## config.mk

```make
export PLATFORM = sky130hd
export DESIGN_NAME = mac_simd_slice
export DESIGN_NICKNAME = d
export VERILOG_FILES = /design/src/rtl/mac_slice_pkg.sv /design/src/rtl/mac_in_stage.sv /design/src/rtl/mac_opnd_stage.sv /design/src/rtl/mac_simd_alu.sv /design/src/rtl/mac_simd_slice.sv
export SDC_FILE = /design/constraint.sdc
export NUM_CORES = 2
export LEC_CHECK = 0
export ABC_CLOCK_PERIOD_IN_PS = 12100
export BUFFER_PORTS_ARGS = -buffer_cell sky130_fd_sc_hd__buf_2
export CAP_MARGIN = 20
export CORE_UTILIZATION = 50
export DETAILED_ROUTE_END_ITERATION = 12
export PLACE_DENSITY = 0.67
export SLEW_MARGIN = 40
export SYNTH_ARGS = -nofsm -noshare
export SYNTH_HDL_FRONTEND = slang
export SYNTH_SLANG_ARGS = --single-unit
```

## constraint.sdc

```tcl
create_clock -name clk -period 12.1 [get_ports clk]
set_clock_uncertainty 0.2 [all_clocks]
set_input_delay 0 -clock clk [delete_from_list [all_inputs] [get_ports clk]]
set_output_delay 0 -clock clk [all_outputs]
set_load 0.02 [all_outputs]
```

## src/rtl/mac_slice_pkg.sv

```systemverilog
package mac_slice_pkg;
  typedef enum logic [1:0] {
    CFG_MUL = 2'b00,
    CFG_W48 = 2'b01,
    CFG_W24 = 2'b10,
    CFG_W12 = 2'b11
  } cfg_e;

  typedef enum logic [2:0] {
    OP_ADD    = 3'b000,
    OP_SUB    = 3'b001,
    OP_ACC    = 3'b010,
    OP_LOAD   = 3'b011,
    OP_AND    = 3'b100,
    OP_OR     = 3'b101,
    OP_XOR    = 3'b110,
    OP_ACCSUB = 3'b111
  } op_e;

  function automatic logic op_is_sub(op_e o);
    return (o == OP_SUB) || (o == OP_ACCSUB);
  endfunction

  function automatic logic op_reads_acc(op_e o);
    return (o == OP_ACC) || (o == OP_ACCSUB);
  endfunction

  function automatic logic op_is_arith(op_e o);
    return (o == OP_ADD) || (o == OP_SUB) || (o == OP_ACC) || (o == OP_ACCSUB);
  endfunction
endpackage

```

## src/rtl/mac_in_stage.sv

```systemverilog
module mac_in_stage
  import mac_slice_pkg::*;
#(
  parameter int A_W = 25,
  parameter int B_W = 18,
  parameter int D_W = 48
) (
  input  logic           clk,
  input  logic           rst_n,
  input  logic           ce,
  input  logic           srst,
  input  logic [A_W-1:0] a_i,
  input  logic [B_W-1:0] b_i,
  input  logic [D_W-1:0] c_i,
  input  cfg_e           cfg_i,
  input  op_e            op_i,
  output logic [A_W-1:0] a_q,
  output logic [B_W-1:0] b_q,
  output logic [D_W-1:0] c_q,
  output cfg_e           cfg_q,
  output op_e            op_q
);
  logic [A_W-1:0] a_d;
  logic [B_W-1:0] b_d;
  logic [D_W-1:0] c_d;
  cfg_e           cfg_d;
  op_e            op_d;

  always_comb begin
    a_d   = a_q;
    b_d   = b_q;
    c_d   = c_q;
    cfg_d = cfg_q;
    op_d  = op_q;
    if (srst) begin
      a_d   = '0;
      b_d   = '0;
      c_d   = '0;
      cfg_d = CFG_MUL;
      op_d  = OP_ADD;
    end else if (ce) begin
      a_d   = a_i;
      b_d   = b_i;
      c_d   = c_i;
      cfg_d = cfg_i;
      op_d  = op_i;
    end
  end

  always_ff @(posedge clk or negedge rst_n) begin
    if (!rst_n) begin
      a_q   <= '0;
      b_q   <= '0;
      c_q   <= '0;
      cfg_q <= CFG_MUL;
      op_q  <= OP_ADD;
    end else begin
      a_q   <= a_d;
      b_q   <= b_d;
      c_q   <= c_d;
      cfg_q <= cfg_d;
      op_q  <= op_d;
    end
  end

  a_r10_input_hold: assert property (@(posedge clk) disable iff (!rst_n)
    (!ce && !srst) |=> ($stable(a_q) && $stable(b_q) && $stable(c_q)));
endmodule

```

## src/rtl/mac_opnd_stage.sv

```systemverilog
module mac_opnd_stage
  import mac_slice_pkg::*;
#(
  parameter int A_W = 25,
  parameter int B_W = 18,
  parameter int D_W = 48
) (
  input  logic           clk,
  input  logic           rst_n,
  input  logic           ce,
  input  logic           srst,
  input  logic [A_W-1:0] a_i,
  input  logic [B_W-1:0] b_i,
  input  logic [D_W-1:0] c_i,
  input  cfg_e           cfg_i,
  input  op_e            op_i,
  output logic [D_W-1:0] x_q,
  output logic [D_W-1:0] c_q,
  output cfg_e           cfg_q,
  output op_e            op_q
);
  localparam int P_W   = A_W + B_W;
  localparam int EXT_W = D_W - P_W;

  logic signed [P_W-1:0] prod;
  logic        [P_W-1:0] joined;
  logic        [D_W-1:0] x_sel;
  logic        [D_W-1:0] x_d;
  logic        [D_W-1:0] c_d;
  cfg_e                  cfg_d;
  op_e                   op_d;

  assign prod   = $signed(a_i) * $signed(b_i);
  assign joined = {a_i, b_i};

  always_comb begin
    if (cfg_i == CFG_MUL) x_sel = {{EXT_W{prod[P_W-1]}}, prod};
    else                  x_sel = {{EXT_W{joined[P_W-1]}}, joined};
  end

  always_comb begin
    x_d   = x_q;
    c_d   = c_q;
    cfg_d = cfg_q;
    op_d  = op_q;
    if (srst) begin
      x_d   = '0;
      c_d   = '0;
      cfg_d = CFG_MUL;
      op_d  = OP_ADD;
    end else if (ce) begin
      x_d   = x_sel;
      c_d   = c_i;
      cfg_d = cfg_i;
      op_d  = op_i;
    end
  end

  always_ff @(posedge clk or negedge rst_n) begin
    if (!rst_n) begin
      x_q   <= '0;
      c_q   <= '0;
      cfg_q <= CFG_MUL;
      op_q  <= OP_ADD;
    end else begin
      x_q   <= x_d;
      c_q   <= c_d;
      cfg_q <= cfg_d;
      op_q  <= op_d;
    end
  end

  // the registered product carries a clean sign extension
  a_r1_sign_extend: assert property (@(posedge clk) disable iff (!rst_n)
    (ce && !srst && cfg_i == CFG_MUL) |=>
      ((x_q[D_W-1:P_W-1] == '0) || (x_q[D_W-1:P_W-1] == '1)));

  a_r11_opnd_clear: assert property (@(posedge clk) disable iff (!rst_n)
    srst |=> (x_q == '0 && c_q == '0));
endmodule

```

## src/rtl/mac_simd_alu.sv

```systemverilog
module mac_simd_alu
  import mac_slice_pkg::*;
#(
  parameter int SEG_W = 12,
  parameter int NSEG  = 4
) (
  input  logic                  clk,
  input  logic                  rst_n,
  input  logic                  ce,
  input  logic                  srst,
  input  logic [SEG_W*NSEG-1:0] x_i,
  input  logic [SEG_W*NSEG-1:0] c_i,
  input  cfg_e                  cfg_i,
  input  op_e                   op_i,
  output logic [SEG_W*NSEG-1:0] acc_q,
  output logic [NSEG-1:0]       co_q
);
  localparam int D_W  = SEG_W * NSEG;
  localparam int HALF = NSEG / 2;

  logic [D_W-1:0]  first_op;
  logic [D_W-1:0]  second_op;
  logic [D_W-1:0]  sum;
  logic [NSEG-1:0] cin;
  logic [NSEG-1:0] cout;
  logic [NSEG-1:0] lstart;
  logic [NSEG-1:0] lend;
  logic            sub;
  logic [D_W-1:0]  acc_d;
  logic [NSEG-1:0] co_d;
  logic [NSEG-1:0] co_calc;

  assign sub       = op_is_sub(op_i);
  assign first_op  = op_reads_acc(op_i) ? acc_q : c_i;
  assign second_op = sub ? ~x_i : x_i;

  // lane boundaries per configuration
  always_comb begin
    for (int i = 0; i < NSEG; i++) begin
      unique case (cfg_i)
        CFG_W12: begin lstart[i] = 1'b1;          lend[i] = 1'b1;              end
        CFG_W24: begin lstart[i] = (i % HALF) == 0; lend[i] = (i % HALF) == HALF-1; end
        default: begin lstart[i] = (i == 0);      lend[i] = (i == NSEG-1);     end
      endcase
    end
  end

  for (genvar g = 0; g < NSEG; g++) begin : g_seg
    if (g == 0) begin : g_first
      assign cin[g] = sub;
    end else begin : g_rest
      assign cin[g] = lstart[g] ? sub : cout[g-1];
    end
    assign {cout[g], sum[g*SEG_W +: SEG_W]} =
      {1'b0, first_op[g*SEG_W +: SEG_W]} + {1'b0, second_op[g*SEG_W +: SEG_W]}
      + {{SEG_W{1'b0}}, cin[g]};
  end

  // gather lane carry flags into the low flag bits
  always_comb begin
    co_calc = '0;
    for (int i = 0; i < NSEG; i++) begin
      if (lend[i]) begin
        unique case (cfg_i)
          CFG_W12: co_calc[i]        = cout[i];
          CFG_W24: co_calc[i / HALF] = cout[i];
          default: co_calc[0]        = cout[i];
        endcase
      end
    end
  end

  always_comb begin
    acc_d = acc_q;
    co_d  = co_q;
    if (srst) begin
      acc_d = '0;
      co_d  = '0;
    end else if (ce) begin
      co_d = '0;
      unique case (op_i)
        OP_LOAD: acc_d = x_i;
        OP_AND:  acc_d = c_i & x_i;
        OP_OR:   acc_d = c_i | x_i;
        OP_XOR:  acc_d = c_i ^ x_i;
        default: begin
          acc_d = sum;
          co_d  = co_calc;
        end
      endcase
    end
  end

  always_ff @(posedge clk or negedge rst_n) begin
    if (!rst_n) begin
      acc_q <= '0;
      co_q  <= '0;
    end else begin
      acc_q <= acc_d;
      co_q  <= co_d;
    end
  end

  a_r11_sync_clear: assert property (@(posedge clk) disable iff (!rst_n)
    srst |=> (acc_q == '0 && co_q == '0));

  a_r10_hold: assert property (@(posedge clk) disable iff (!rst_n)
    (!ce && !srst) |=> ($stable(acc_q) && $stable(co_q)));

  a_r5_load: assert property (@(posedge clk) disable iff (!rst_n)
    (ce && !srst && op_i == OP_LOAD) |=> (acc_q == $past(x_i) && co_q == '0));

  a_r6_logic_noflag: assert property (@(posedge clk) disable iff (!rst_n)
    (ce && !srst && !op_is_arith(op_i)) |=> (co_q == '0));

  a_r4_acc_wide: assert property (@(posedge clk) disable iff (!rst_n)
    (ce && !srst && op_i == OP_ACC && cfg_i == CFG_W48) |=>
      (acc_q == D_W'($past(acc_q) + $past(x_i))));

  a_r7_upper_flags: assert property (@(posedge clk) disable iff (!rst_n)
    (ce && !srst && cfg_i == CFG_W24) |=> (co_q[NSEG-1:HALF] == '0));

  a_r8_single_lane_flags: assert property (@(posedge clk) disable iff (!rst_n)
    (ce && !srst && (cfg_i == CFG_W48 || cfg_i == CFG_MUL)) |=> (co_q[NSEG-1:1] == '0));
endmodule

```

## src/rtl/mac_simd_slice.sv

```systemverilog
module mac_simd_slice
  import mac_slice_pkg::*;
#(
  parameter int A_W   = 25,
  parameter int B_W   = 18,
  parameter int SEG_W = 12,
  parameter int NSEG  = 4
) (
  input  logic                  clk,
  input  logic                  rst_n,
  input  logic                  ce,
  input  logic                  srst,
  input  logic [A_W-1:0]        a_in,
  input  logic [B_W-1:0]        b_in,
  input  logic [SEG_W*NSEG-1:0] c_in,
  input  logic [1:0]            mode_sel,
  input  logic [2:0]            op_sel,
  output logic [SEG_W*NSEG-1:0] result,
  output logic [NSEG-1:0]       lane_co
);
  localparam int D_W = SEG_W * NSEG;

  logic [A_W-1:0] s1_a;
  logic [B_W-1:0] s1_b;
  logic [D_W-1:0] s1_c;
  cfg_e           s1_cfg;
  op_e            s1_op;
  logic [D_W-1:0] s2_x;
  logic [D_W-1:0] s2_c;
  cfg_e           s2_cfg;
  op_e            s2_op;

  mac_in_stage #(.A_W(A_W), .B_W(B_W), .D_W(D_W)) u_in (
    .clk(clk), .rst_n(rst_n), .ce(ce), .srst(srst),
    .a_i(a_in), .b_i(b_in), .c_i(c_in),
    .cfg_i(cfg_e'(mode_sel)), .op_i(op_e'(op_sel)),
    .a_q(s1_a), .b_q(s1_b), .c_q(s1_c), .cfg_q(s1_cfg), .op_q(s1_op)
  );

  mac_opnd_stage #(.A_W(A_W), .B_W(B_W), .D_W(D_W)) u_opnd (
    .clk(clk), .rst_n(rst_n), .ce(ce), .srst(srst),
    .a_i(s1_a), .b_i(s1_b), .c_i(s1_c), .cfg_i(s1_cfg), .op_i(s1_op),
    .x_q(s2_x), .c_q(s2_c), .cfg_q(s2_cfg), .op_q(s2_op)
  );

  mac_simd_alu #(.SEG_W(SEG_W), .NSEG(NSEG)) u_alu (
    .clk(clk), .rst_n(rst_n), .ce(ce), .srst(srst),
    .x_i(s2_x), .c_i(s2_c), .cfg_i(s2_cfg), .op_i(s2_op),
    .acc_q(result), .co_q(lane_co)
  );
endmodule

```

**Yosys cells after proc, flatten, opt, wreduce, memory -nomap -nowiden**

Index checks and enable logic that the tools add are counted.

- Bits in registers: 249
- Output and inout port bits: 52
- Logic and storage cells: 82

- Add/subtract/negate cells: 8
- $mul: 1
- Eq/ne operators: 9
- Mux-type cells: 43
- Bitwise gates (word level): 4
- Reductions and logical operators: 6

Operators with widths:

| cell | count |
|---|---|
| $mux 48 | 11 |
| $pmux 48 s4 | 1 |
| $add 12x12->13 | 4 |
| $add 13x1->13 | 4 |
| $mux 25 | 2 |
| $and 48x48->48 | 1 |
| $not 48->48 | 1 |
| $or 48x48->48 | 1 |
| $xor 48x48->48 | 1 |
| $mul 25x18->43 | 1 |
| $mux 18 | 2 |
| $mux 3 | 5 |
| $mux 1 | 14 |
| $eq 3x3->1 const B | 4 |
| $mux 4 | 3 |
| $mux 2 | 5 |
| $eq 3x2->1 const B | 2 |
| $eq 2x2->1 const B | 2 |
| $reduce_or 4->1 | 1 |
| $eq 3x1->1 const B | 1 |
| $logic_not 2->1 | 1 |
| $logic_or 1x1->1 | 2 |
| $reduce_bool 2->1 | 1 |
| $reduce_or 2->1 | 1 |

**Logic depth before layout (Yosys ltp)**

- Depth after elaboration: 15
- Mapped depth: 50

**Modules after synthesis**

Synthesis repeated with hierarchy kept, for this count alone.

- Cell total of the unflattened synthesis: 3545
- Area total of the unflattened synthesis: 32225.9 µm²

Modules (own cells, without submodules):

| module | instances | cells each | area an instance (µm²) | seq. area each (µm²) |
|---|---|---|---|---|
| mac_opnd_stage | 1 | 2226 | 20151.8 | 2402.3 |
| mac_simd_alu | 1 | 1009 | 8164.1 | 1301.2 |
| mac_in_stage | 1 | 310 | 3910.0 | 2402.3 |

**Worst setup path before layout**

OpenSTA, ideal clock, no wires.

- Path type: flip-flop to flip-flop
- From: reg u_opnd.op_q[2]
- To: reg u_alu.acc_q[44]
- Data arrival time: 10.017 ns
- Data required time: 11.790 ns
- Setup slack: 1.773 ns
- Stages on the path, launching flop included: 51
- Path through: dfrtp_1 buf_2 inv_1 clkbuf_1 nand2_1 nand3_1 buf_1 clkbuf_1 mux2_2 ha_1 nor2b_1 o21ai_0 a21boi_0 o21ai_0 a21oi_1 o2111ai_1 nand3_1 o21ai_0 [... 15 more ...] a21boi_0 o21ai_0 a21boi_0 o21ai_0 a21oi_1 o21ai_0 a31o_2 fa_1 fa_1 nor2b_1 o21ai_0 a21oi_1 o21a_1 a21bo_2 a21oi_1 xnor2_1 a21oi_1 o41ai_1

- Word-level cells in the longest chain between the ends: 14
- Elaborated cells on any way between the ends: 25

Ends and longest elaborated chain:

| element | RTL line | RTL |
|---|---|---|
| from (decl) | mac_opnd_stage.sv:20 | `output op_e op_q` |
| from (signal assigned) | mac_opnd_stage.sv:69 | `op_q <= op_d;` |
| $eq 3x2->1 (tied with other cells) | mac_slice_pkg.sv:25 | `return (o == OP_ACC) \|\| (o == OP_ACCSUB);` |
| $logic_or 1x1->1, on equally long branches | mac_slice_pkg.sv:25, mac_slice_pkg.sv:21 |  |
| $mux 48, on equally long branches | mac_simd_alu.sv:34, mac_simd_alu.sv:35 |  |
| $add 12x12->13 | mac_simd_alu.sv:55 | `{1'b0, first_op[g*SEG_W +: SEG_W]} + {1'b0, second_op[g*SEG_W +: SEG_W]}` |
| $add 13x1->13 | mac_simd_alu.sv:56 | `+ {{SEG_W{1'b0}}, cin[g]};` |
| $mux 1 | mac_simd_alu.sv:52 | `assign cin[g] = lstart[g] ? sub : cout[g-1];` |
| $add 13x1->13 | mac_simd_alu.sv:56 |  |
| $mux 1 | mac_simd_alu.sv:52 |  |
| $add 13x1->13 | mac_simd_alu.sv:56 |  |
| $mux 1 | mac_simd_alu.sv:52 |  |
| $add 13x1->13 | mac_simd_alu.sv:56 |  |
| $pmux 48 s4 (*) | mac_simd_alu.sv:81 | `unique case (op_i)` |
| $mux 48 (*) | mac_simd_alu.sv:79 | `end else if (ce) begin` |
| $mux 48 (*) | mac_simd_alu.sv:76 | `if (srst) begin` |
| to (signal assigned) | mac_simd_alu.sv:96 | `acc_q <= '0;` |
| to (signal assigned) | mac_simd_alu.sv:99 | `acc_q <= acc_d;` |
| to (decl) | mac_simd_alu.sv:15 | `output logic [SEG_W*NSEG-1:0] acc_q,` |

Mark *: on every way between the ends. The rest lies on a longest branch, timed or not. The select of a mux whose other input is x is not followed.
A chain may end at the register's enable or synchronous reset.

**Worst setup path after layout**

- From: reg u_opnd.op_q[1]
- To: reg u_alu.acc_q[44]

The elaborated chain is that of the path after synthesis.

==> results.json <==
{
  "cp.arrival_ns": 11.41,
  "dpl.cell_count": 4323,
  "grt_usage": 0.2967,
  "drt-initial-drc-count": 1780,
  "pwr_density_cell_nw_per_um2": 92.45,
  "clock_sinks": 244,
  "die_area_um2": 64590,
  "reg2reg_slack_ns": 0.92,
  "yosys-top-cells-area": "fa_1 (28%), dfrtp_1 (19%), ha_1 (9.7%)",
  "yosys_most_used_dff": "dfrtp_1",
  "grt_pass1_vias": 25790,
  "clk_pin_slew_ns": 0.06,
  "cts_max_level": 2,
  "fin_cells": 4553,
  "clk_latency_ns": 0.57,
  "worst-r2r-cell-count": 43,
  "numCtsBuffers": 34,
  "post_drt_wl_per_cell_um": 20.43,
  "fin_crit_sh": 0.9238,
  "synth_top_cell_by_area": "fa_1",
  "hold_path_class": "input port to register",
  "drv_cap": 0,
  "die_h_um": 254.2,
  "synth_seq_cells": 244,
  "fin_nets": 4478,
  "setup_viol": 0,
  "seq_area_frac_synth": 0.1921,
  "async_reset_ff_frac": 1.000,
  "ios": 152,
  "syn_to_final_growth_pct": 13.85,
  "syn-cell-area_um2": 31790,
  "worst_hold_path.endpoint": "u_in.c_q[23]$_DFFE_PN0P_",
  "synth_top_area_share": 0.2821,
  "cpMaxStageDelayCell": "dfrtp_2",
  "path_class": "register to register",
  "drive_gt1_frac": 0.09579,
  "r2r-end": "u_alu.acc_q[44]$_DFFE_PN0P_",
  "syn_inst": 3483,
  "firstDrtPassIters": 6,
  "fin_tns_setup_ns": 0,
  "highest_layer": "met4",
  "syn-num-nets": 4278,
  "dr_total_vias": 25220,
  "final_area_um2": 36190,
  "worstHoldPathCells": 4,
  "outcome": "finished clean",
  "critPathLaunchType": "register",
  "end_kind": "register",
  "coreArea_um2": 62970,
  "cts_tree": "done",
  "ant_nets": 0,
  "initial_core_util": 0.5049,
  "clk_path_buf_depth": 3,
  "drt-met1-wl_mm": 39.29,
  "hpwlAfterDp_mm": 66.52,
  "r2r-start": "u_opnd.op_q[1]$_DFFE_PN0P_",
  "grt_pass1_wl_mm": 147.0,
  "gp_congestion": 0.9382,
  "gr-total-overflow": 0,
  "grt_max_degree": 82,
  "ir_drop_mv": 0.08923,
  "drc": 0,
  "cp_max_fo": 32,
  "wl_mm": 93.02,
  "power.total_uw": 3346,
  "wl_met3_mm": 6.444,
  "port_buffers": 151,
  "utilization": 0.5748,
  "fin_crit_ns": 11.18,
  "synth_edf_count": 0,
  "min_from": "c_in[23]",
  "worst_pin_slew_ns": 0.9313,
  "rsz0062_at_grt": "false",
  "max_freq_mhz": 89.46,
  "yosysWarnings": 0,
  "maxSlewViolCount": 0,
  "via_per_inst": 5.540,
  "root_buffer": "clkbuf_16",
  "dpl_cell_area_um2": 33330,
  "fillCellCount": 5539,
  "placementRows": 92,
  "met2WireLength_mm": 43.70,
  "synth.avg_cell_area_um2": 9.127,
  "p_leak_uw": 0.01711,
  "max_stage_delay_ns": 0.85,
  "antenna_found_initial": 0,
  "crit_required_ns": 12.33,
  "relSlewSlack": 0.3784,
  "final_hold_viol_count": 0,
  "die_w_um": 254.2,
  "yosysUniqueCellTypes": 73
}
-- cells in the final DEF, fill, tap and decap left out, types with 10 or more instances in the layout --
cell type and count:
xor2_1 24, ha_1 246, a221oi_1 22, a31oi_1 12, nor2_1 236, a22oi_1 15, xnor2_1 89, mux2_2 51
a21oi_1 114, dlygate4sd3_1 167, and2_1 133, nor2b_1 11, a21o_1 31, buf_4 54, a311oi_1 14, o211ai_1 10
clkbuf_16 35, a32o_1 13, nor3_1 23, mux2i_1 163, buf_2 148, nand3_1 22, o22ai_1 17, dfrtp_1 232
a22o_1 11, dfrtp_2 12, fa_1 448, nand2_1 442, o21ai_0 106, inv_1 563, a211oi_1 33, nand2b_1 34
-- synth_stat cells (33+ instances only) --
cell type	count
nor2_1	241
mux2i_1	163
dfrtp_1	244
nand2b_1	34
a211oi_1	33
nand2_1	445
ha_1	247
a21oi_1	115
fa_1	448
inv_1	564
mux2_2	51
and2_1	133
clkbuf_1	183
xnor2_1	89
o21ai_0	106
-- worst max path at each step --
| stage | start | to | slack, ns | cells after the start |
|---|---|---|---|---|
| floorplan | u_opnd.op_q[2]$_DFFE_PN0P_ | u_alu.acc_q[44]$_DFFE_PN0P_ | 1.77 | 50 |
| finish | u_opnd.op_q[1]$_DFFE_PN0P_ | u_alu.acc_q[44]$_DFFE_PN0P_ | 0.92 | 43 |
| global placement | u_opnd.op_q[2]$_DFFE_PN0P_ | u_alu.co_q[1]$_DFFE_PN0P_ | 0.85 | 47 |
| detailed placement | u_opnd.op_q[2]$_DFFE_PN0P_ | u_alu.co_q[1]$_DFFE_PN0P_ | 0.70 | 47 |
| CTS | u_opnd.op_q[2]$_DFFE_PN0P_ | u_alu.co_q[1]$_DFFE_PN0P_ | 0.59 | 47 |
| global route | u_opnd.op_q[2]$_DFFE_PN0P_ | u_alu.acc_q[44]$_DFFE_PN0P_ | 0.06 | 48 |
-- area by class of cell --
| cell class | instances | area, um^2 | share of cell area |
|---|---|---|---|
| inverters | 565 | 2125 | 0.05870 |
| flip-flops and latches | 244 | 6121 | 0.1691 |
| clock buffers | 47 | 960.9 | 0.02655 |
| diodes | 1 | 2.502 | 0.00006914 |
| clock inverters | 12 | 163.9 | 0.004529 |
| well taps | 846 | 1059 | 0.02925 |
| multi-input cells | 2459 | 22790 | 0.6297 |
| repair buffers | 379 | 2973 | 0.08214 |
-- critical path, delay by kind of cell (launching register included) --
kind,cells,cell delay [ns]
compound gates,28,5.02
fa+ha+maj,7,3.21
flops,1,0.85
simple gates,4,0.81
buf+inv,2,0.45
mux,1,0.32
xor+xnor,1,0.15
-- routing by layer --
layer	global-route usage	up-vias
met5	0	-
met3	0.04133	202
met4	0.1108	0
met1	0.3963	12640
met2	0.4915	913
li1	-	11470
-- cells by family (layout without fill, tap and decap cells) --
group                      count (synthesis)  count (layout)  share of synthesized area
buffers and inverters                    780            1003                    0.09237
AOI/OAI and AO/OA                        479             479                    0.09993
xor gates and xnor gates                 113             113                    0.03113
muxes                                    217             217                    0.07151
DFF                                      244             244                     0.1921
other                                      0               1                          0
adders and majority gates                695             695                     0.3793
and+or+nand+nor                          955             955                     0.1337
-- where the power goes --
group          total [uW]  leakage [uW]  switching (uW)  internal [uW]
clock                1030      0.000550             407            621
sequential           1000       0.00326             125            877
combinational        1320        0.0133             774            541
total                3350        0.0171            1310           2040
-- what timing repair did --
action                                  CTS  global route
resized for setup                         0             5
endpoints found under the hold margin   341             0
hold buffers                            168             0
setup buffers                             0             2
endpoints found under the setup margin    0             6
-- through the flow --
stage / worst slack (ns) / hold WS (ns)
3_3_place_gp: 0.8485 / -0.07955
2_1_floorplan: 1.773 / -0.4956
6_report: 0.9216 / 0.02410
4_1_cts: 0.5886 / 0.0003951
5_1_grt: 0.05566 / 0.05660
3_5_place_dp: 0.7048 / -0.2573
-- sequential cells by signal (all words and copies together), names as in the netlist --
| signal | count |
|---|---|
| u_alu.acc_q | 48 |
| u_alu.co_q | 4 |
| u_in.a_q | 25 |
| u_in.b_q | 18 |
| u_in.c_q | 48 |
| u_in.cfg_q | 2 |
| u_in.op_q | 3 |
| u_opnd.c_q | 48 |
| u_opnd.cfg_q | 2 |
| u_opnd.op_q | 3 |
| u_opnd.x_q | 43 |
(Power assumes the default switching activity.)
